==> src/rtl/icsu_pkg.sv <==
package icsu_pkg;

    // Operation codes carried on each core's command port
    typedef enum logic [1:0] {
        OP_RAISE = 2'b00,
        OP_PEEK  = 2'b01,
        OP_WHO   = 2'b10,
        OP_CLEAR = 2'b11
    } icsu_op_e;

    // Decoded form of one command
    typedef struct packed {
        logic raise;
        logic peek;
        logic who;
        logic clear;
    } icsu_dec_t;

    function automatic icsu_dec_t decode_op(input logic vld, input icsu_op_e op);
        icsu_dec_t d;
        d.raise = vld && (op == OP_RAISE);
        d.peek  = vld && (op == OP_PEEK);
        d.who   = vld && (op == OP_WHO);
        d.clear = vld && (op == OP_CLEAR);
        return d;
    endfunction

    function automatic int idx_width(input int n);
        return (n > 1) ? $clog2(n) : 1;
    endfunction

endpackage

==> src/rtl/icsu_cmd_dec.sv <==
module icsu_cmd_dec
    import icsu_pkg::*;
#(
    parameter int NCORE = 4,
    parameter int SELF  = 0,
    localparam int IDXW = idx_width(NCORE)
) (
    input  logic             vld,
    input  logic [1:0]       op,
    input  logic [IDXW-1:0]  idx,
    output icsu_dec_t        dec,
    output logic [NCORE-1:0] idx_oh,
    output logic [NCORE-1:0] raise_oh,
    output logic [NCORE-1:0] clear_oh
);
    localparam logic [NCORE-1:0] SELF_BIT = NCORE'(1) << SELF;

    assign dec = decode_op(vld, icsu_op_e'(op));

    // Full index decode; an index beyond NCORE-1 decodes to all zeros
    for (genvar t = 0; t < NCORE; t++) begin : g_oh
        assign idx_oh[t] = (idx == IDXW'(t));
    end

    // A raise never lands on the issuing core itself
    assign raise_oh = dec.raise ? (idx_oh & ~SELF_BIT) : '0;
    assign clear_oh = dec.clear ? idx_oh : '0;
endmodule

==> src/rtl/icsu_pend_mtx.sv <==
module icsu_pend_mtx #(
    parameter int NCORE = 4,
    localparam int NBIT = NCORE * NCORE
) (
    input  logic             clk,
    input  logic             rst,
    input  logic [NBIT-1:0]  set_m,   // row r = receiver, column s = sender
    input  logic [NBIT-1:0]  clr_m,
    output logic [NBIT-1:0]  pend,
    output logic [NCORE-1:0] row_any
);
    for (genvar b = 0; b < NBIT; b++) begin : g_bit
        always_ff @(posedge clk) begin
            if (rst)
                pend[b] <= 1'b0;
            else if (set_m[b])
                pend[b] <= 1'b1;      // a new event beats a clear
            else if (clr_m[b])
                pend[b] <= 1'b0;
        end
    end

    for (genvar r = 0; r < NCORE; r++) begin : g_row
        assign row_any[r] = |pend[r*NCORE +: NCORE];
    end
endmodule

==> src/rtl/icsu_rdbk.sv <==
module icsu_rdbk
    import icsu_pkg::*;
#(
    parameter int NCORE = 4
) (
    input  logic             clk,
    input  logic             rst,
    input  logic             vld,
    input  icsu_dec_t        dec,
    input  logic [NCORE-1:0] idx_oh,
    input  logic [NCORE-1:0] own_row,
    input  logic [NCORE-1:0] row_any,
    output logic [NCORE-1:0] rdata
);
    logic             peek_hit;
    logic [NCORE-1:0] rnext;

    assign peek_hit = |(row_any & idx_oh);

    always_comb begin
        rnext = '0;
        if (dec.peek)
            rnext = NCORE'(peek_hit);
        else if (dec.who)
            rnext = own_row;
    end

    always_ff @(posedge clk) begin
        if (rst)
            rdata <= '0;
        else if (vld)
            rdata <= rnext;
    end
endmodule

==> src/rtl/icsu_top.sv <==
module icsu_top
    import icsu_pkg::*;
#(
    parameter int NCORE = 4,
    localparam int IDXW = idx_width(NCORE)
) (
    input  logic                    clk,
    input  logic                    rst,
    input  logic [NCORE-1:0]        cmd_vld,
    input  logic [2*NCORE-1:0]      cmd_op,
    input  logic [IDXW*NCORE-1:0]   cmd_idx,
    output logic [NCORE*NCORE-1:0]  rdback,
    output logic [NCORE-1:0]        irq
);
    localparam int NBIT = NCORE * NCORE;

    icsu_dec_t        dec      [NCORE];
    logic [NCORE-1:0] idx_oh   [NCORE];
    logic [NCORE-1:0] raise_oh [NCORE];
    logic [NCORE-1:0] clear_oh [NCORE];
    logic [NBIT-1:0]  set_m;
    logic [NBIT-1:0]  clr_m;
    logic [NBIT-1:0]  pend;
    logic [NCORE-1:0] row_any;

    for (genvar c = 0; c < NCORE; c++) begin : g_core
        icsu_cmd_dec #(.NCORE(NCORE), .SELF(c)) u_dec (
            .vld      (cmd_vld[c]),
            .op       (cmd_op[2*c +: 2]),
            .idx      (cmd_idx[IDXW*c +: IDXW]),
            .dec      (dec[c]),
            .idx_oh   (idx_oh[c]),
            .raise_oh (raise_oh[c]),
            .clear_oh (clear_oh[c])
        );

        icsu_rdbk #(.NCORE(NCORE)) u_rdbk (
            .clk     (clk),
            .rst     (rst),
            .vld     (cmd_vld[c]),
            .dec     (dec[c]),
            .idx_oh  (idx_oh[c]),
            .own_row (pend[c*NCORE +: NCORE]),
            .row_any (row_any),
            .rdata   (rdback[c*NCORE +: NCORE])
        );
    end

    // Sender s raising target r sets bit (r, s); receiver r clearing s clears it
    for (genvar r = 0; r < NCORE; r++) begin : g_r
        for (genvar s = 0; s < NCORE; s++) begin : g_s
            assign set_m[r*NCORE + s] = raise_oh[s][r];
            assign clr_m[r*NCORE + s] = clear_oh[r][s];
        end
    end

    icsu_pend_mtx #(.NCORE(NCORE)) u_mtx (
        .clk     (clk),
        .rst     (rst),
        .set_m   (set_m),
        .clr_m   (clr_m),
        .pend    (pend),
        .row_any (row_any)
    );

    assign irq = row_any;
endmodule

==> config.mk <==
export PLATFORM = sky130hd
export DESIGN_NAME = icsu_top
export DESIGN_NICKNAME = d
export VERILOG_FILES = /design/src/rtl/icsu_pkg.sv /design/src/rtl/icsu_cmd_dec.sv /design/src/rtl/icsu_pend_mtx.sv /design/src/rtl/icsu_rdbk.sv /design/src/rtl/icsu_top.sv
export SDC_FILE = /design/constraint.sdc
export NUM_CORES = 1
export LEC_CHECK = 0
export CAP_MARGIN = 20
export CORE_MARGIN = 2
export CORE_UTILIZATION = 46
export DETAILED_ROUTE_END_ITERATION = 16
export PLACE_DENSITY = 0.79
export SETUP_SLACK_MARGIN = 0.05
export SYNTH_ARGS = -nofsm -noshare
export SYNTH_HDL_FRONTEND = slang
export SYNTH_SLANG_ARGS = --single-unit
==> constraint.sdc <==
create_clock -name clk -period 1.5 [get_ports clk]
set_input_delay 0.225 -clock clk [delete_from_list [all_inputs] [get_ports clk]]
set_output_delay 0.225 -clock clk [all_outputs]
set_load 0.005 [all_outputs]
# Word level (Yosys, flattened, before mapping)

Cells that the tools add are included.

Bits in registers: 32

Bitwise operators: 4
Multiplexer cells: 48
Equal/unequal tests: 24
Reduce and logical (&&, ||, !) cells: 48

Operators by type and width:

| operator                                             | number |
|---|---|
| two-way mux 4 bit                                    | 15 |
| equality test 2 bit (second input constant)          | 16 |
| two-way mux 1 bit                                    | 32 |
| nonzero test 2 bit                                   | 16 |
| OR reduction 4 bit                                   | 8 |
| AND 4 bit                                            | 4 |
| equality test 2 x 1 -> 1 bit (second input constant) | 8 |
| logical AND 1 bit                                    | 16 |
| logical NOT 2 bit                                    | 8 |
| two-way mux 3 bit                                    | 1 |

# Longest topological paths before layout

Depth in word-level cells: 5
Gate-level depth with buffers: 4
Gate-level depth less buffers: 4

# By module

A second synthesis with hierarchy kept.

Cell total of the unflattened synthesis: 239
Area total of the unflattened synthesis: 1816.7 um^2

Modules (own cells, without submodules):

| module                              | area an instance (um^2) | seq. area each (um^2) | cells an instance | times used |
|---|---|---|---|---|
| icsu_rdbk                           | 187.7                   | 80.1                  | 20                | 4 |
| icsu_pend_mtx                       | 605.6                   | 320.3                 | 70                | 1 |
| icsu_cmd_dec at g_core[1].u_dec ... | 118.9                   | 0.0                   | 22                | 2 |
| icsu_cmd_dec at g_core[2].u_dec     | 113.9                   | 0.0                   | 22                | 1 |
| icsu_cmd_dec at g_core[0].u_dec     | 108.9                   | 0.0                   | 23                | 1 |

# Worst setup path before layout

No wires, ideal clock.

Path kind: register to register
Start point: register u_mtx.pend[3]
End point: register g_core[0].u_rdbk.rdata[0]
Path buffers: 0
Library setup time: 0.116 ns
Cell stages (with the launch flop): 5
Arrival time: 0.998 ns
Data required time: 1.384 ns
Slack: 0.387 ns
Cell sequence: dfxtp_1 > nor3_4 > inv_1 > o31a_1 > a31o_1

Longest elaborated chain between the ends: 4

RTL lines:

| what                            | line                | RTL |
|---|---|---|
| start, declared                 | icsu_pend_mtx.sv:9  | `output logic [NBIT-1:0] pend,` |
| start signal, assigned by index | icsu_pend_mtx.sv:15 | `pend[b] <= 1'b0;` |
| start signal, assigned by index | icsu_pend_mtx.sv:17 | `pend[b] <= 1'b1;` |
| start signal, assigned by index | icsu_pend_mtx.sv:19 | `pend[b] <= 1'b0;` |
| OR reduction 4 bit              | icsu_pend_mtx.sv:24 | `assign row_any[r] = \|pend[r*NCORE +: NCORE];` |
| via irq[0]                      | icsu_top.sv:13      | `output logic [NCORE-1:0] irq` |
| AND 4 bit                       | icsu_rdbk.sv:18     | `assign peek_hit = \|(row_any & idx_oh);` |
| OR reduction 4 bit              | icsu_rdbk.sv:18     |  |
| two-way mux 4 bit               | icsu_rdbk.sv:22     | `if (dec.peek)` |
| end signal, assigned            | icsu_rdbk.sv:32     | `rdata <= rnext;` |
| end, declared                   | icsu_rdbk.sv:13     | `output logic [NCORE-1:0] rdata` |

The timed path passes the listed nets, and every way through them passes these cells.
A chain may end at the register's enable or synchronous reset.

# Worst setup path in the final report

Start point: register g_core[0].u_rdbk.rdata[3]
End point: output port rdback[3]

RTL lines:

| what          | line           | RTL |
|---|---|---|
| end, declared | icsu_top.sv:12 | `output logic [NCORE*NCORE-1:0] rdback,` |

No word-level cell between the ends.

==> flow_summary.json <==
{
  "status": "complete, no violations",
  "grt_pass1_vias": 1385,
  "drt_iter0_markers": 84,
  "cts.sinks": 25,
  "p_int_w": 0.000920,
  "cts_hold_buf": 0,
  "regArea_um2": 531,
  "reg2reg_depth": 4,
  "grt_pass1_wl_mm": 6.14,
  "r2r_end": "g_core[2].u_rdbk.rdata[0]$_SDFFE_PP0P_",
  "start_kind": "register",
  "die_h_um": 58.4,
  "hold_depth": 2,
  "drtPass1Iterations": 4,
  "ys_ff_latch": 25,
  "p_per_area_mw_per_mm2": 622,
  "seqPwrFrac_pct": 53.9,
  "worstPathMaxFanout": 2,
  "multi_input_area_um2": 825,
  "clock_latency_ns": 0.32,
  "syn_area_mm2": 0.00136,
  "antenna_left": 0,
  "finalWeightedCongestion": 0.955,
  "max_cap_viol_count": 0,
  "hold_viol_final": 0,
  "portBuffers": 38,
  "power.leakage_nw": 0.764,
  "min_to": "g_core[3].u_rdbk.rdata[1]$_SDFFE_PP0P_",
  "critPathTopFamily": "buffers and inverters",
  "core_mm2": 0.00278,
  "avgSynthCellArea_um2": 8.09,
  "wirelength_mm": 3.71,
  "worstHoldStart": "g_core[3].u_rdbk.rdata[1]$_SDFFE_PP0P_",
  "antenna_found_initial": 0,
  "fmax_mhz": 703,
  "wire_per_inst_um": 14.2,
  "critical_path_required_ns": 1.27,
  "synth.distinct_cells": 32,
  "clockBufferDepth": 2,
  "cts-root-buf": "clkbuf_4",
  "drive_above_1_share_pct": 24.2,
  "yosys_warnings": 0,
  "dpl.hpwl_mm": 2.90,
  "synth_edf_count": 0,
  "final_common_cell": "clkdlybuf4s50_1",
  "syn_to_final_growth_pct": 49.2,
  "combinationalPowerShare_pct": 21.4,
  "yosysSeqAreaShare_pct": 36.8,
  "grt.overflow.total": 0,
  "start_util_pct": 48.9,
  "via_per_inst": 5.75,
  "grt_max_degree": 15,
  "diodes": 0,
  "power.switching_w": 0.000341,
  "hold_path_class": "reg -> reg",
  "crit_cells": 1,
  "rows": 19,
  "r2r_setup_slack_ns": 0.19,
  "crit_buf_inv": 1,
  "post-place-ws_ns": -0.0865,
  "ios": 42,
  "syn-instance-count": 168,
  "nFillCells": 241,
  "fin_nets": 254,
  "htree_levels": 1,
  "synthFlopType": "dfxtp_1",
  "fin_skew_ns": 0.00250,
  "die_x_um": 58.4,
  "netSwitchingFraction_pct": 27.1,
  "vdd_ir_drop_max_mv": 0.564,
  "cp_cell_sequence": "clkdlybuf4s50_1",
  "rsz0062_at_grt": "false",
  "cts_tree": "yes",
  "asyncSetResetFlopFracSynth_pct": 0,
  "path_class": "reg -> out",
  "period_minus_slack_ns": 1.42,
  "timing.rr.start": "u_mtx.pend[14]$_SDFFE_PP0P_",
  "finalMaxSlewViolations": 0,
  "cts_buffers": 3,
  "crit_slowest_cell": "clkdlybuf4s50_1",
  "vias": 1506,
  "cp_data_arrival_time_ns": 1.20,
  "grtUsageTotal_pct": 23.5,
  "finalSetupViolCount": 0,
  "path_clk_slew_ns": 0.14,
  "setup_tns_ns": 0,
  "worst_slack_ns": 0.0783,
  "drc": 0,
  "die_area_mm2": 0.00340,
  "end_kind": "primary output",
  "cp_slowest_stage_delay_ns": 0.51,
  "clock_power_share_pct": 24.7,
  "finalCritPeriodShare_pct": 94.8,
  "final_cell_mix": "clkdlybuf4s50_1, buf_4, a21oi_1"
}
## cells by family (layout without fill, tap and decap cells)
kind of cell,after synthesis,in the layout,synth area share (%)
AO/OA/AOI/OAI,44,44,18.7
AND/OR/NAND/NOR,84,84,37.8
multiplexers,1,1,1.66
buffers and inverters,13,74,4.79
flip-flops,25,25,36.8
other,1,3,0.276
## sequential cells by signal, indices dropped and copies added, names as in the netlist
signal	count
g_core.u_rdbk.rdata	13
u_mtx.pend	12
## through the flow
stage | hold slack [ns] | cell area [um2] | total power (W) | util [%] | cells
final | 0.474 | 2030 | 0.00126 | 72.9 | 262
after global routing | 0.497 | 2030 | 0.00131 | 72.9 | 262
after CTS | 0.482 | 1970 | 0.00127 | 70.8 | 258
after detailed placement | 0.459 | 1890 | 0.000954 | 67.8 | 250
after global placement | 0.454 | 1890 | 0.000947 | 67.8 | 250
after floorplan | 0.373 | 1370 | 0.000805 | - | 170
## per-layer routing
metal	share of wire (%)	GRT usage [%]
met5	0	0
met4	1.8	10.6
met3	6.4	2.42
met2	50	38.5
met1	42	31.3
## area by class of cell
type / count / share of cell area, %
clock inverter: 1 / 0.247
tap: 31 / 1.91
inverter: 4 / 0.741
sequential: 25 / 26.2
multi-input combinational: 132 / 40.7
timing repair buffer: 66 / 29.1
clock buffer: 3 / 1.11
## how the worst max path moves through the flow
stage               slack [ns]                                endpoint                                    from
finish                    0.08                               rdback[3]  g_core[0].u_rdbk.rdata[3]$_SDFFE_PP0P_
detailed placement       -0.09  g_core[2].u_rdbk.rdata[0]$_SDFFE_PP0P_                              cmd_idx[4]
floorplan                 0.39  g_core[0].u_rdbk.rdata[0]$_SDFFE_PP0P_              u_mtx.pend[3]$_SDFFE_PP0P_
CTS                       0.04                                  irq[0]              u_mtx.pend[1]$_SDFFE_PP0P_
global route              0.05                                  irq[3]             u_mtx.pend[13]$_SDFFE_PP0P_
global placement        -0.003  g_core[2].u_rdbk.rdata[0]$_SDFFE_PP0P_                              cmd_idx[4]
## timing repair
item / in CTS / in global routing
resized for setup: 17 / 16
pin swaps: 4 / 4
setup buffers: 4 / 4
endpoints found under the setup margin: 5 / 11
## power groups by stage
stage	combinational [W]	clock (W)	sequential (W)
2_1_floorplan	0.000107	0	0.000698
3_3_place_gp	0.000249	0	0.000698
3_5_place_dp	0.000256	0	0.000698
4_1_cts	0.000261	0.000326	0.000684
5_1_grt	0.000293	0.000338	0.000681
6_report	0.000270	0.000311	0.000680
## cell usage after synthesis (all sizes together), types with 2 or more instances
| master | n | share of area, % |
|---|---|---|
| dfxtp | 25 | 37 |
| nand2b | 17 | 7.8 |
| nor3 | 4 | 3.0 |
| buf | 6 | 2.7 |
| nand3b | 3 | 1.7 |
| o21ai | 12 | 4.4 |
| clkbuf | 3 | 1.0 |
| a41o | 2 | 1.5 |
| nand4b | 2 | 1.3 |
| nor3b | 5 | 2.8 |
| nand3 | 16 | 5.9 |
| nor2 | 5 | 1.4 |
| nor4b | 5 | 3.2 |
| nor4 | 3 | 1.4 |
| inv | 4 | 1.1 |
| a21oi | 23 | 8.5 |
| nor2b | 8 | 3.7 |
| o31ai | 3 | 1.7 |
| nand2 | 14 | 3.9 |
(Power assumes the default switching activity.)
